--- src/rtl/trace_seq_pkg.sv ---
package trace_seq_pkg;

    localparam int ADDR_W = 12;
    localparam int DATA_W = 32;

    typedef logic [ADDR_W-1:0] addr_t;
    typedef logic [DATA_W-1:0] data_t;

    typedef enum logic [2:0] {
        SQ_REST,
        SQ_DISABLE,
        SQ_WAIT_IDLE,
        SQ_PROGRAM,
        SQ_ENABLE,
        SQ_WAIT_RUN,
        SQ_ABORT
    } seq_state_t;

    typedef enum logic [1:0] {
        BUS_IDLE,
        BUS_SETUP,
        BUS_ACCESS
    } bus_state_t;

    typedef enum logic [1:0] {
        FAIL_NONE    = 2'd0,
        FAIL_SLAVE   = 2'd1,
        FAIL_TIMEOUT = 2'd2
    } fail_cause_t;

    typedef struct packed {
        logic  write;
        addr_t addr;
        data_t wdata;
    } bus_req_t;

    typedef struct packed {
        logic  done;
        logic  slverr;
        data_t rdata;
    } bus_rsp_t;

    function automatic data_t single_bit_word(int unsigned pos);
        data_t w;
        w = '0;
        w[pos] = 1'b1;
        return w;
    endfunction

endpackage

--- src/rtl/trace_seq_apb_master.sv ---
module trace_seq_apb_master
    import trace_seq_pkg::*;
(
    input  logic     clk,
    input  logic     rst,
    input  logic     req_valid,
    input  bus_req_t req,
    output bus_rsp_t rsp,
    output logic     psel,
    output logic     penable,
    output logic     pwrite,
    output addr_t    paddr,
    output data_t    pwdata,
    input  data_t    prdata,
    input  logic     pready,
    input  logic     pslverr
);

    bus_state_t state;
    bus_req_t   held;

    always_ff @(posedge clk) begin
        if (rst) begin
            state <= BUS_IDLE;
            held  <= '0;
        end else begin
            case (state)
                BUS_IDLE: begin
                    if (req_valid) begin
                        held  <= req;
                        state <= BUS_SETUP;
                    end
                end
                BUS_SETUP:  state <= BUS_ACCESS;
                BUS_ACCESS: if (pready) state <= BUS_IDLE;
                default:    state <= BUS_IDLE;
            endcase
        end
    end

    assign psel    = (state != BUS_IDLE);
    assign penable = (state == BUS_ACCESS);
    assign pwrite  = held.write;
    assign paddr   = held.addr;
    assign pwdata  = held.wdata;

    assign rsp.done   = (state == BUS_ACCESS) && pready;
    assign rsp.slverr = pslverr;
    assign rsp.rdata  = prdata;

endmodule

--- src/rtl/trace_seq_ctrl.sv ---
module trace_seq_ctrl
    import trace_seq_pkg::*;
#(
    parameter int unsigned ENTRIES   = 16,
    parameter addr_t       EN_ADDR   = 12'h004,
    parameter addr_t       STAT_ADDR = 12'h00C,
    parameter int unsigned EN_BIT    = 0,
    parameter int unsigned IDLE_BIT  = 1,
    parameter int unsigned MAX_POLLS = 16,
    localparam int CNT_W  = $clog2(ENTRIES + 1),
    localparam int IDX_W  = (ENTRIES > 1) ? $clog2(ENTRIES) : 1,
    localparam int POLL_W = $clog2(MAX_POLLS + 1)
) (
    input  logic                      clk,
    input  logic                      rst,
    input  logic                      start,
    input  logic [CNT_W-1:0]          cfg_count,
    input  logic [ENTRIES*ADDR_W-1:0] cfg_addr,
    input  logic [ENTRIES*DATA_W-1:0] cfg_data,
    input  bus_rsp_t                  rsp,
    output logic                      req_valid,
    output bus_req_t                  req,
    output logic                      busy,
    output logic                      done,
    output logic                      fail,
    output fail_cause_t               cause
);

    localparam data_t IDLE_MASK = single_bit_word(IDLE_BIT);
    localparam data_t EN_WORD   = single_bit_word(EN_BIT);

    addr_t tbl_addr [ENTRIES];
    data_t tbl_data [ENTRIES];

    for (genvar g = 0; g < ENTRIES; g++) begin : g_tbl
        assign tbl_addr[g] = cfg_addr[g*ADDR_W +: ADDR_W];
        assign tbl_data[g] = cfg_data[g*DATA_W +: DATA_W];
    end

    seq_state_t        state;
    logic [IDX_W-1:0]  idx;
    logic [CNT_W-1:0]  n_cfg;
    logic [POLL_W-1:0] polls;
    logic              idle_seen;
    logic              poll_limit;
    logic              last_entry;

    assign idle_seen  = |(rsp.rdata & IDLE_MASK);
    assign poll_limit = (polls == POLL_W'(MAX_POLLS - 1));
    assign last_entry = ((CNT_W'(idx) + CNT_W'(1)) == n_cfg);

    always_ff @(posedge clk) begin
        if (rst) begin
            state <= SQ_REST;
            idx   <= '0;
            n_cfg <= '0;
            polls <= '0;
            done  <= 1'b0;
            fail  <= 1'b0;
            cause <= FAIL_NONE;
        end else begin
            done <= 1'b0;
            fail <= 1'b0;
            if (state == SQ_REST) begin
                if (start) begin
                    state <= SQ_DISABLE;
                    cause <= FAIL_NONE;
                    n_cfg <= (cfg_count > CNT_W'(ENTRIES)) ? CNT_W'(ENTRIES) : cfg_count;
                end
            end else if (rsp.done) begin
                if (rsp.slverr) begin
                    state <= SQ_REST;
                    fail  <= 1'b1;
                    cause <= FAIL_SLAVE;
                end else begin
                    case (state)
                        SQ_DISABLE: begin
                            state <= SQ_WAIT_IDLE;
                            polls <= '0;
                        end
                        SQ_WAIT_IDLE: begin
                            if (idle_seen) begin
                                state <= (n_cfg == '0) ? SQ_ENABLE : SQ_PROGRAM;
                                idx   <= '0;
                            end else if (poll_limit) begin
                                state <= SQ_REST;
                                fail  <= 1'b1;
                                cause <= FAIL_TIMEOUT;
                            end else begin
                                polls <= polls + POLL_W'(1);
                            end
                        end
                        SQ_PROGRAM: begin
                            if (last_entry) state <= SQ_ENABLE;
                            else            idx   <= idx + IDX_W'(1);
                        end
                        SQ_ENABLE: begin
                            state <= SQ_WAIT_RUN;
                            polls <= '0;
                        end
                        SQ_WAIT_RUN: begin
                            if (!idle_seen) begin
                                state <= SQ_REST;
                                done  <= 1'b1;
                            end else if (poll_limit) begin
                                state <= SQ_ABORT;
                            end else begin
                                polls <= polls + POLL_W'(1);
                            end
                        end
                        SQ_ABORT: begin
                            state <= SQ_REST;
                            fail  <= 1'b1;
                            cause <= FAIL_TIMEOUT;
                        end
                        default: state <= SQ_REST;
                    endcase
                end
            end
        end
    end

    always_comb begin
        req_valid = (state != SQ_REST);
        req.write = 1'b0;
        req.addr  = STAT_ADDR;
        req.wdata = '0;
        case (state)
            SQ_DISABLE, SQ_ABORT: begin
                req.write = 1'b1;
                req.addr  = EN_ADDR;
            end
            SQ_ENABLE: begin
                req.write = 1'b1;
                req.addr  = EN_ADDR;
                req.wdata = EN_WORD;
            end
            SQ_PROGRAM: begin
                req.write = 1'b1;
                req.addr  = tbl_addr[idx];
                req.wdata = tbl_data[idx];
            end
            default: ;
        endcase
    end

    assign busy = (state != SQ_REST);

endmodule

--- src/rtl/trace_seq_top.sv ---
module trace_seq_top
    import trace_seq_pkg::*;
#(
    parameter int unsigned ENTRIES   = 16,
    parameter addr_t       EN_ADDR   = 12'h004,
    parameter addr_t       STAT_ADDR = 12'h00C,
    parameter int unsigned EN_BIT    = 0,
    parameter int unsigned IDLE_BIT  = 1,
    parameter int unsigned MAX_POLLS = 16,
    localparam int CNT_W = $clog2(ENTRIES + 1)
) (
    input  logic                      clk,
    input  logic                      rst,
    input  logic                      start,
    input  logic [CNT_W-1:0]          cfg_count,
    input  logic [ENTRIES*ADDR_W-1:0] cfg_addr,
    input  logic [ENTRIES*DATA_W-1:0] cfg_data,
    output logic                      busy,
    output logic                      done,
    output logic                      fail,
    output logic [1:0]                fail_cause,
    output logic                      psel,
    output logic                      penable,
    output logic                      pwrite,
    output logic [ADDR_W-1:0]         paddr,
    output logic [DATA_W-1:0]         pwdata,
    input  logic [DATA_W-1:0]         prdata,
    input  logic                      pready,
    input  logic                      pslverr
);

    bus_req_t    req;
    bus_rsp_t    rsp;
    logic        req_valid;
    fail_cause_t cause;

    trace_seq_ctrl #(
        .ENTRIES  (ENTRIES),
        .EN_ADDR  (EN_ADDR),
        .STAT_ADDR(STAT_ADDR),
        .EN_BIT   (EN_BIT),
        .IDLE_BIT (IDLE_BIT),
        .MAX_POLLS(MAX_POLLS)
    ) ctrl_i (
        .clk      (clk),
        .rst      (rst),
        .start    (start),
        .cfg_count(cfg_count),
        .cfg_addr (cfg_addr),
        .cfg_data (cfg_data),
        .rsp      (rsp),
        .req_valid(req_valid),
        .req      (req),
        .busy     (busy),
        .done     (done),
        .fail     (fail),
        .cause    (cause)
    );

    trace_seq_apb_master bus_i (
        .clk      (clk),
        .rst      (rst),
        .req_valid(req_valid),
        .req      (req),
        .rsp      (rsp),
        .psel     (psel),
        .penable  (penable),
        .pwrite   (pwrite),
        .paddr    (paddr),
        .pwdata   (pwdata),
        .prdata   (prdata),
        .pready   (pready),
        .pslverr  (pslverr)
    );

    assign fail_cause = cause;

endmodule

--- config.mk ---
export PLATFORM = sky130hd
export DESIGN_NAME = trace_seq_top
export DESIGN_NICKNAME = d
export VERILOG_FILES = /design/src/rtl/trace_seq_pkg.sv /design/src/rtl/trace_seq_apb_master.sv /design/src/rtl/trace_seq_ctrl.sv /design/src/rtl/trace_seq_top.sv
export SDC_FILE = /design/constraint.sdc
export NUM_CORES = 1
export LEC_CHECK = 0
export BUFFER_PORTS_ARGS = -buffer_cell sky130_fd_sc_hd__buf_4
export CAP_MARGIN = 20
export CORE_AREA = 4 4 312 314
export DETAILED_ROUTE_END_ITERATION = 16
export DIE_AREA = 0 0 316 318
export GPL_TIMING_DRIVEN = 0
export HOLD_SLACK_MARGIN = 0.15
export PLACE_DENSITY = 0.32
export SLEW_MARGIN = 20
export SYNTH_ARGS = -nofsm -noshare
export SYNTH_HDL_FRONTEND = slang
export SYNTH_SLANG_ARGS = --single-unit
--- constraint.sdc ---
create_clock -name clk -period 3.3 [get_ports clk]
set_input_delay 0.495 -clock clk [delete_from_list [all_inputs] [get_ports clk]]
set_output_delay 0.495 -clock clk [all_outputs]
set_load 0.02 [all_outputs]
== Word level (Yosys, flattened, before mapping) ==
Index checks and enable logic that the tools add are counted.

* Shifts and indexed selects: 0
* Bitwise gates (word level): 5
* Reduce and logical (&&, ||, !) cells: 21
* Multiplexer cells: 42
* $mul: 0
* Add/subtract/negate cells: 3
* $lt $le $gt $ge: 2
* Equal/unequal tests: 22
* Divide/modulo/power cells: 0

{| class="wikitable"
|+ Operators with widths
! operator !! number
|-
| $bmux W32 S4 || 1
|-
| $mux W32 || 2
|-
| $pmux W32 S2 || 1
|-
| $bmux W12 S4 || 1
|-
| $mux W3 || 10
|-
| $pmux W13 S2 || 1
|-
| $mux W12 || 2
|-
| $mux W5 || 4
|-
| $mux W2 || 8
|-
| $pmux W3 S5 || 1
|-
| $pmux W5 S3 || 1
|-
| $ne A2 B2 Y1 const B || 6
|-
| $reduce_and A6 Y1 || 2
|-
| $ne A5 B3 Y1 const B || 2
|-
| $reduce_and A5 Y1 || 2
|-
| $eq A3 B3 Y1 const B || 3
|-
| $mux W4 || 2
|-
| $ne A4 B2 Y1 const B || 2
|-
| $pmux W4 S2 || 1
|-
| $eq A3 B2 Y1 const B || 2
|-
| $pmux W2 S3 || 1
|-
| $reduce_and A2 Y1 || 3
|-
| $reduce_bool A2 Y1 || 3
|-
| $reduce_bool A3 Y1 || 2
|-
| other kinds (25) || 32
|}

* Memories kept: 0
* Output and inout port bits: 52
* Bits in writable memories: 0
* Bits in read-only memories: 0
* Flip-flop bits (word level): 68
* Bits in latches: 0

== Longest topological paths before layout ==
Gate-level depths: netlist of the first run.

* Depth after elaboration: 7
* Mapped depth: 9

== Cells and area by module ==
From an unflattened synthesis of the first run, not the netlist that was laid out.

* Cell total of the unflattened synthesis: 732
* Area, all modules: 9210.1 µm²

{| class="wikitable"
|+ Modules (own cells, without submodules)
! module !! times used !! area an instance (µm²) !! cells each
|-
| trace_seq_ctrl || 1 || 6817.8 || 494
|-
| trace_seq_apb_master || 1 || 2392.3 || 238
|}

== Least setup slack after synthesis of the first run ==
Ideal clock, no wire load.

* Path type: reg-to-reg
* Start: register ctrl_i.idx[0]
* End: register ctrl_i.idx[3]
* Setup time: 0.122 ns
* Path slack: 1.467 ns
* Arrival: 1.711 ns
* Cell stages (with the launch flop): 7
* Path buffers: 0
* Path through: dfxtp_1 > ha_1 > xor2_1 > a211o_1 > a211oi_4 > nor3_1 > a311o_1

* Longest elaborated chain between the ends: 4
* Elaborated cells on any way between the ends: 7
* Classes of those cells: add/sub: 2; eq/ne: 2; mux: 2; reduce/logical: 1

{| class="wikitable"
|+ RTL lines
! element !! RTL line !! source
|-
| start, declared || trace_seq_ctrl.sv:41 || <nowiki>logic [IDX_W-1:0] idx;</nowiki>
|-
| start signal, assigned || trace_seq_ctrl.sv:95 || <nowiki>else idx <= idx + IDX_W'(1);</nowiki>
|-
| $add A4 B1 Y5 || trace_seq_ctrl.sv:50 || <nowiki>assign last_entry = ((CNT_W'(idx) + CNT_W'(1)) == n_cfg);</nowiki>
|-
| $eq A5 B5 Y1 || trace_seq_ctrl.sv:50 ||
|-
| $ne A2 B2 Y1 (no line) || -- ||
|-
| $reduce_and A6 Y1 (no line) || -- ||
|}

Several ways; a longest one is shown, not always the timed one. The select of a mux whose other input is x is not followed.
A chain may end at the register's enable or synchronous reset.

== Final worst setup path of the first run ==
* Start: register ctrl_i.idx[1]
* End: register bus_i.held (netlist bit bus_i.paddr[1])

* Longest elaborated chain between the ends: 5

{| class="wikitable"
|+ RTL lines
! element !! RTL line !! source
|-
| $not A4 Y5 (not written as such) || trace_seq_ctrl.sv:140 || <nowiki>req.addr = tbl_addr[idx];</nowiki>
|-
| $bmux W12 S4 || trace_seq_ctrl.sv:140 ||
|-
| $mux W12 (not written as such) (2 in series) || trace_seq_ctrl.sv:140 ||
|-
| $pmux W13 S2 || trace_seq_ctrl.sv:128 || <nowiki>case (state)</nowiki>
|-
| end signal, assigned || trace_seq_apb_master.sv:30 || <nowiki>held <= req;</nowiki>
|-
| end, declared || trace_seq_apb_master.sv:20 || <nowiki>bus_req_t held;</nowiki>
|}

No other way between the ends. The select of a mux whose other input is x is not followed.

==> results of run 1 <==
## cell type report
class / count / area share, %
clock inverter: 7 / 0.5035
timing repair buffer: 766 / 34.56
antenna: 10 / 0.1503
buffer: 79 / 3.991
tap: 1265 / 9.507
multi-input combinational: 505 / 41.53
sequential: 68 / 8.177
clock buffer: 9 / 1.353
inverter: 10 / 0.2255
## through the flow
stage / cells / utilization [%] / instance area, µm²
after floorplan: 662 / - / 8974
final: 2719 / 17.60 / 16650
after CTS: 2709 / 17.57 / 16620
after global routing: 2713 / 17.59 / 16630
after global placement: 2692 / 17.23 / 16300
after detailed placement: 2693 / 17.25 / 16310
## state kept, by name, summed over array words and instances, names as in the netlist, 2 cells and up
name and cells:
ctrl_i.polls 5, ctrl_i.n_cfg 5, ctrl_i.state 3, bus_i.state 2, bus_i.pwdata 32, bus_i.paddr 12
ctrl_i.cause 2, ctrl_i.idx 4
## power breakdown
group	switching [µW]	leakage, µW	internal (µW)
Sequential	12.3	0.000549	835
Clock	529	0.000149	601
Combinational	413	0.00638	754
## layout by cell type (no fill, tap or decap), types with 4 or more instances in the layout
cell type  count
nand3b_1       8
clkbuf_16      9
inv_1         10
nand3_1        4
mux4_2        64
mux4_1       113
nand2b_1       6
o22ai_1       45
nor3_1         6
clkbuf_1      15
buf_6         22
diode_2       10
buf_2         21
nor2_1        16
a21oi_1       11
nand4b_1       4
or4_1          4
buf_4        772
dfxtp_1       68
clkbuf_8       9
o21ai_0        9
a21o_1        42
mux2i_1       87
nor2b_1        7
nand2_1       18
## routing by layer
layer / vias up / track usage, % / part of all wire (%)
met1: 5117 / 18.04 / 42
met2: 595 / 24.41 / 48
met3: 61 / 4.038 / 8.1
met5: - / 0 / 0.091
li1: 4505 / - / -
met4: 10 / 3.394 / 1.9
## critical path, stage by stage (launching register included)
cell     delay (ps)
dfxtp_1         330
buf_2           230
buf_2           510
buf_2           610
mux4_2          450
mux2i_1         420
o22ai_1         140
a21o_1          160
## cell usage after synthesis, drive strengths merged, types with 3 or more instances
cell	n	share of area, %
nor3	7	0.52
mux2i	87	9.7
a21oi	12	0.67
a21o	42	3.5
nand2	18	0.75
mux4	177	49
buf	54	5.3
nand3	4	0.22
or4	4	0.33
nand2b	6	0.42
a211oi	4	0.47
or2	3	0.21
ha	3	0.42
o211ai	4	0.39
o21ai	10	0.60
a311o	3	0.33
xor2	3	0.29
clkbuf	25	2.1
dfxtp	68	15
nand4b	4	0.39
o22ai	45	3.1
nor2b	7	0.49
inv	10	0.42
nor2	18	0.86
nand3b	9	0.89
## logic make-up (layout without fill, tap and decap cells)
logic type	count (synthesis)	count (layout)	share of synthesized area (%)
xor gates and xnor gates	5	5	0.4881
AOI/OAI and AO/OA	139	139	10.89
muxes	265	265	58.98
adders and majority gates	3	3	0.4183
buffers and inverters	89	871	7.822
and+or+nand+nor	93	93	6.233
other	0	10	0
DFF	68	68	15.17
## worst paths after layout
check                               startpoint                      endpoint  slack, ps  depth (start not counted)
setup / recovery    ctrl_i.idx[1]$_SDFFE_PP0P_   bus_i.paddr[1]$_SDFFE_PP0P_        320                          7
hold / removal                    cfg_count[2]  ctrl_i.n_cfg[2]$_SDFFE_PP0P_        410                          3
setup reg to reg    ctrl_i.idx[1]$_SDFFE_PP0P_   bus_i.paddr[1]$_SDFFE_PP0P_        320                          7
hold reg to reg   ctrl_i.polls[3]$_SDFFE_PP0P_  ctrl_i.polls[3]$_SDFFE_PP0P_        450                          1
==> flow_summary.yaml, run 1 <==
floorplanning:
  dieArea_um2: 100500
  initial_utilization_pct: 9.487
  fp.dieH_um: 318
  placementRows: 113
  core_region_area_um2: 94590
  fp.dieW_um: 316
  io_pins: 798
timing:
  finClkSkew_ps: 17.77
  holdWs_ps: 405.5
  hold_viol: 0
  fin_crit_sh_pct: 90.15
  setup_viol: 0
  clock.fmax_mhz: 336.1
  setup_ws_ps: 324.9
  rsz0062_at_grt: "no"
  final.min_clock_period_ps: 2975
  slew_viol_final: 0
  worst_pin_slew_ps: 854.9
  relSlewSlack_pct: 43.00
  final.setup.tns_ps: 0
power_and_ir_drop:
  p_leak_uw: 0.007076
  power_uw: 3144
  irDropWorstVdd_v: 0.0002138
  p_per_area_nw_per_um2: 188.9
layout:
  layout-drive-gt1-share_pct: 63.92
  syn2layout_area_growth_pct: 85.53
  fillCellCount: 10540
  finalNetCount: 2188
  regArea_um2: 1361
  multi_input_area_um2: 6914
yosys:
  ys_seq_elements: 68
  ys_seq_area_share_pct: 15.17
  avgSynthCellArea_um2: 13.56
  ys_async_sr_fraction_pct: 0
  synth-edff-count: 0
  syn_nets: 1411
  synthFlopType: "dfxtp_1"
  syn-cell-area_um2: 8974
  yosysUniqueCellTypes: 69
  synth_cells: 662
  yosys_warnings: 0
global_route:
  antenna_found_initial: 32
  grt_max_degree: 15
  gr-total-overflow: 0
  grt_pass1_vias: 11440
  track_usage_pct: 14.40
  grt_pass1_wl_um: 98430
placement:
  hpwl_um: 65510
  gp_congestion: 0.8458
  port_buffers: 765
  place_ws_ps: 205.8
detailed_routing:
  drtAntennaViolNets: 0
  vias: 10290
  drtPass1Iterations: 5
  wl_per_cell_um: 27.87
  drc: 0
  viasPerCell: 3.784
  wl_um: 75770
  drt_iter0_drc: 565
run:
  max_cap_violations: 0
clocking:
  clock-sinks: 68
  cts_setup_buffers: 0
  cts_resized: 0
  htreeDepth: 3
  hold_buffers: 0
  cts-root-buf: "clkbuf_16"
  cts_buffer_depth: 2
  insertion_delay_ps: 380
  tritoncts: "yes"
  cts_buffers: 9
  path_clk_slew_ps: 90
worst_setup_path:
  arrival_ps: 3250
  worstPathMaxFanout: 10
  worstSetupStartpointType: "register"
  worstPathRequired_ps: 3570
  criticalPathCategory: "reg -> reg"
  cp-end-kind: "register"
min_path:
  hold_class: "in -> reg"
status:
  outcome: "finished clean"
No activity file was read; power rests on OpenSTA's default activity.
==> inputs of run 2 (changes only) <==
--- a/config.mk
+++ b/config.mk
@@ -10,7 +10,6 @@
 export CORE_AREA = 4 4 312 314
 export DETAILED_ROUTE_END_ITERATION = 16
 export DIE_AREA = 0 0 316 318
-export GPL_TIMING_DRIVEN = 0
 export HOLD_SLACK_MARGIN = 0.15
 export PLACE_DENSITY = 0.32
 export SLEW_MARGIN = 20
==> run 2 against run 1 <==
Against the previous run: global-route usage is 2.5 points lower; sequential share of layout area rose by 0.22 points; worst hold slack worse by 13 ps; wire length decreased by 17%; largest power group is now clock.
==> flow_summary.yaml, run 2 (synthesis results as in run 1) <==
status:
  outcome: "finished clean"
power_and_ir_drop:
  p_int_uw: 2264
  power_frac_seq_pct: 26.6
  switching_share_pct: 28.91
  p_switching_uw: 920.5
  power_uw: 3184
  p_clk_share_pct: 37.6
  comb_power_share_pct: 35.8
  irDropWorstVdd_v: 0.0001862
  p_per_area_nw_per_um2: 194.9
  p_leak_uw: 0.006893
timing:
  finClkSkew_ps: 9.233
  worst_pin_slew_ps: 941.4
  hold_viol: 0
  setup_viol: 0
  relSlewSlack_pct: 37.24
  final.setup.tns_ps: 0
  rsz0062_at_grt: "no"
  slew_viol_final: 0
  holdWs_ps: 392.1
  fin_crit_sh_pct: 83.44
  clock.fmax_mhz: 363.2
  final.min_clock_period_ps: 2754
detailed_routing:
  drt_iter0_drc: 551
  drc: 0
  vias: 9830
  wl_um: 63270
  viasPerCell: 3.686
  drtAntennaViolNets: 0
  drtPass1Iterations: 5
  wl_per_cell_um: 23.72
layout:
  final_common_cell: "buf_4"
  largest_reg_flops: 32
  syn2layout_area_growth_pct: 82.06
  layout_common_cells: "794 x buf_4, 113 x mux4_1, 87 x mux2i_1"
  stdcell_count: 2667
  post-route-util_pct: 17.27
  layout-drive-gt1-share_pct: 64.19
  finalNetCount: 2143
  fillCellCount: 10500
placement:
  port_buffers: 766
  place_inst: 2648
  hpwl_um: 54070
  gp_congestion: 0.8233
clocking:
  insertion_delay_ps: 380
  cts_resized: 0
  cts-root-buf: "clkbuf_16"
  cts_buffer_depth: 2
  tritoncts: "yes"
  clock-sinks: 68
  cts_setup_buffers: 0
  htreeDepth: 3
  hold_buffers: 0
  path_clk_slew_ps: 80
  cts_buffers: 9
global_route:
  antenna_found_initial: 19
  gr-total-overflow: 0
  track_usage_pct: 11.93
  grt_pass1_vias: 10830
  grt_pass1_wl_um: 84740
  grt_max_degree: 58
floorplanning:
  io_pins: 798
  initial_utilization_pct: 9.487
  fp.dieW_um: 316
  core_region_area_um2: 94590
  placementRows: 113
  dieArea_um2: 100500
  fp.dieH_um: 318
run:
  max_cap_violations: 0
min_path:
  hold_class: "in -> reg"
  hold_depth: 3
  worstHoldStart: "cfg_count[4]"
  holdPathEnd: "ctrl_i.n_cfg[4]$_SDFFE_PP0P_"
worst_setup_path:
  cpPeakStageDelay_ps: 850
  rr_startpoint: "ctrl_i.idx[0]$_SDFFE_PP0P_"
  criticalPathCategory: "reg -> reg"
  cp-end-kind: "register"
  worstPathMaxFanout: 34
  r2r_slack_ps: 550
  arrival_ps: 3000
  worstSetupStartpointType: "register"
  crit_chain: "buf_4 -> mux4_2 -> mux2_2 -> o21ai_0 -> a311oi_1"
  crit_slowest_cell: "dfxtp_4"
  worstPathRequired_ps: 3550
  r2r_cells: 5
  crit_family: "flip-flops"
  cp_num_buf_inv: 1
  worst_r2r_endpoint: "bus_i.paddr[3]$_SDFFE_PP0P_"
run 2: how the worst max path moves through the flow:
| stage | from | end | cells after the start |
|---|---|---|---|
| 2_1_floorplan | ctrl_i.idx[0]$_SDFFE_PP0P_ | ctrl_i.idx[3]$_SDFFE_PP0P_ | 6 |
| 3_3_place_gp | ctrl_i.idx[0]$_SDFFE_PP0P_ | bus_i.pwdata[3]$_SDFFE_PP0P_ | 5 |
| 3_5_place_dp | ctrl_i.idx[0]$_SDFFE_PP0P_ | bus_i.pwdata[3]$_SDFFE_PP0P_ | 5 |
| 4_1_cts | ctrl_i.idx[0]$_SDFFE_PP0P_ | bus_i.pwdata[3]$_SDFFE_PP0P_ | 5 |
| 5_1_grt | ctrl_i.idx[0]$_SDFFE_PP0P_ | bus_i.pwdata[3]$_SDFFE_PP0P_ | 5 |
| 6_report | ctrl_i.idx[0]$_SDFFE_PP0P_ | bus_i.paddr[3]$_SDFFE_PP0P_ | 5 |
run 2: metrics by stage:
step,setup WS (ps),cell area (µm²)
floorplan,1467,8974
global placement,384.6,16000
detailed placement,355.7,16000
CTS,350.8,16330
global route,302.6,16330
finish,546.5,16340
run 2: cell type report:
type                            instances  area (µm²)  share of cell area (%)
Antenna cell                            3       7.507                 0.04595
Clock buffer                            9       225.2                   1.379
Clock inverter                          7       107.6                  0.6587
Inverter                               10       37.54                  0.2298
Multi-Input combinational cell        505        6923                   42.38
Sequential cell                        68        1373                   8.402
Tap cell                             1265        1583                   9.688
Timing Repair Buffer                  800        6081                   37.22
run 2: worst register-to-register path: stages, from the launching register on:
cell,delay [ps]
dfxtp_4,850
buf_4,460
mux4_2,550
mux2_2,270
o21ai_0,350
a311oi_1,150
run 2: power groups by stage:
stage	Clock (µW)	Combinational (µW)	Sequential, µW
floorplan	0	316	873
global placement	0	1150	865
detailed placement	0	1160	866
CTS	1310	1160	847
global route	1320	1220	849
finish	1200	1140	847
run 2: layer usage:
metal  GRT usage, %  part of all wire, %  vias to the layer above
li1               -                    -                     4400
met1          14.68                   41                     4854
met2          20.87                   50                      533
met3          3.184                  8.0                       37
met4          2.401                  1.3                        6
met5              0                0.065                        -
==> inputs of run 3 (changes only) <==
--- a/config.mk
+++ b/config.mk
@@ -7,11 +7,11 @@
 export LEC_CHECK = 0
 export BUFFER_PORTS_ARGS = -buffer_cell sky130_fd_sc_hd__buf_4
 export CAP_MARGIN = 20
-export CORE_AREA = 4 4 312 314
+export CORE_AREA = 4 4 305 307
 export DETAILED_ROUTE_END_ITERATION = 16
-export DIE_AREA = 0 0 316 318
+export DIE_AREA = 0 0 309 311
 export HOLD_SLACK_MARGIN = 0.15
-export PLACE_DENSITY = 0.32
+export PLACE_DENSITY = 0.33
 export SLEW_MARGIN = 20
 export SYNTH_ARGS = -nofsm -noshare
 export SYNTH_HDL_FRONTEND = slang
==> constraint.sdc (replaced) <==
create_clock -name clk -period 2.6 [get_ports clk]
set_input_delay 0.39 -clock clk [delete_from_list [all_inputs] [get_ports clk]]
set_output_delay 0.39 -clock clk [all_outputs]
set_load 0.02 [all_outputs]
==> run 3 against run 2 <==
Against the previous run: combinational power rose by 28%; clock power rose by 18%; power rose by 24%; clock skew rose by 14 ps; wire length rose by 2.0%; sequential power rose by 26%; die area fell by 4.4%; maximum frequency rose by 21%; critical path type unchanged; sequential share of layout area barely moved; first-iteration DRC count rose by 12%; worst setup slack got worse by 230 ps; cell count fell by 2.5%.
==> flow_summary.yaml, run 3 (synthesis results as in run 1) <==
timing:
  hold_viol: 0
  final.setup.tns_ps: 0
  setup_viol: 0
  rsz0062_at_grt: "no"
  fin_crit_sh_pct: 87.86
  relSlewSlack_pct: 66.86
  worst_pin_slew_ps: 483.3
  slew_viol_final: 0
  setup_ws_ps: 315.7
  clock.fmax_mhz: 437.8
  final.min_clock_period_ps: 2284
  finClkSkew_ps: 22.74
layout:
  syn2layout_area_growth_pct: 83.06
  final_common_cell: "buf_4"
  regArea_um2: 1373
  fillCellCount: 9990
  largest_reg_flops: 32
  multi_input_area_um2: 6925
  finalNetCount: 2155
  layout_common_cells: "797 x buf_4, 113 x mux4_1, 87 x mux2i_1"
  layout-drive-gt1-share_pct: 64.49
min_path:
  worstHoldStart: "cfg_count[4]"
  hold_class: "in -> reg"
  hold_depth: 3
  holdPathEnd: "ctrl_i.n_cfg[4]$_SDFFE_PP0P_"
global_route:
  antenna_found_initial: 29
  grt_pass1_wl_um: 85250
  grt_pass1_vias: 10680
  gr-total-overflow: 0
  track_usage_pct: 12.63
  grt_max_degree: 47
floorplanning:
  dieArea_um2: 96100
  initial_utilization_pct: 9.969
  fp.dieH_um: 311
  core_region_area_um2: 90010
  placementRows: 110
  io_pins: 798
  fp.dieW_um: 309
clocking:
  cts_buffer_depth: 2
  hold_buffers: 0
  cts_setup_buffers: 0
  clock-sinks: 68
  path_clk_slew_ps: 80
  tritoncts: "yes"
  cts_resized: 0
  insertion_delay_ps: 380
  cts_buffers: 9
  cts-root-buf: "clkbuf_16"
  htreeDepth: 3
placement:
  port_buffers: 766
  gp_congestion: 0.8407
  hpwl_um: 56130
  place_ws_ps: 392.2
detailed_routing:
  vias: 9858
  wl_um: 64530
  drtPass1Iterations: 5
  wl_per_cell_um: 24.83
  drc: 0
  drtAntennaViolNets: 0
  drt_iter0_drc: 617
  viasPerCell: 3.793
power_and_ir_drop:
  p_per_area_nw_per_um2: 240.0
  power_uw: 3943
  p_leak_uw: 0.006981
  irDropWorstVdd_v: 0.0002341
status:
  outcome: "finished clean"
worst_setup_path:
  criticalPathCategory: "reg -> reg"
  r2r_slack_ps: 320
  worst_r2r_endpoint: "bus_i.pwdata[4]$_SDFFE_PP0P_"
  worstPathRequired_ps: 2880
  worstSetupStartpointType: "register"
  r2r_cells: 5
  arrival_ps: 2560
  worstPathMaxFanout: 21
  cp-end-kind: "register"
  rr_startpoint: "ctrl_i.idx[0]$_SDFFE_PP0P_"
run:
  max_cap_violations: 0
## run 3: cell count changes in the layout (fill, tap and decap cells not counted), sizes merged
cell	before	now
buf	800	812
diode	3	12
inv	13	15
bufinv	2	1
clkinv	1	0
## run 3: critical path, cell delays in order (launching register included)
cell	delay, ps
dfxtp_4	440
buf_12	230
mux4_1	700
mux2i_1	450
o22ai_1	150
a21o_1	170
## run 3: final cells by class
cell class / instances / share of cell area (%)
timing repair buffer: 812 / 38.25
sequential: 68 / 8.356
antenna: 12 / 0.1828
multi-input combinational: 505 / 42.16
inverter: 10 / 0.2285
clock buffer: 9 / 1.371
clock inverter: 7 / 0.4951
tap: 1176 / 8.957
## run 3: how the worst max path moves through the flow
stage / start / end / slack, ps / cells past startpoint
2_1_floorplan: ctrl_i.idx[0]$_SDFFE_PP0P_ / ctrl_i.idx[3]$_SDFFE_PP0P_ / 770 / 6
3_3_place_gp: ctrl_i.idx[0]$_SDFFE_PP0P_ / bus_i.pwdata[14]$_SDFFE_PP0P_ / 400 / 6
3_5_place_dp: ctrl_i.idx[0]$_SDFFE_PP0P_ / bus_i.pwdata[4]$_SDFFE_PP0P_ / 390 / 6
4_1_cts: ctrl_i.idx[0]$_SDFFE_PP0P_ / bus_i.pwdata[4]$_SDFFE_PP0P_ / 370 / 6
5_1_grt: ctrl_i.idx[0]$_SDFFE_PP0P_ / bus_i.pwdata[4]$_SDFFE_PP0P_ / 280 / 6
6_report: ctrl_i.idx[0]$_SDFFE_PP0P_ / bus_i.pwdata[4]$_SDFFE_PP0P_ / 320 / 5
## run 3: per-layer routing
| metal | vias to the layer above | global-route usage, % | share of wire (%) |
|---|---|---|---|
| li1 | 4445 | - | - |
| met1 | 4870 | 15.07 | 41 |
| met2 | 470 | 21.60 | 49 |
| met3 | 51 | 4.771 | 8.6 |
| met4 | 22 | 2.598 | 1.4 |
| met5 | - | 0 | 0.21 |
## run 3: power breakdown
part           internal [µW]  switching [µW]
combinational            963             493
sequential              1060            16.9
clock                    763             650
## run 3: per-stage QoR
stage	std cells	instance area, µm²	hold WS, ps	util [%]
floorplan	662	8974	420.3	-
CTS	2587	16400	260.3	18.22
global placement	2571	16090	434.9	17.88
global route	2590	16400	279.5	18.22
finish	2599	16430	303.1	18.25
detailed placement	2571	16090	440.8	17.88
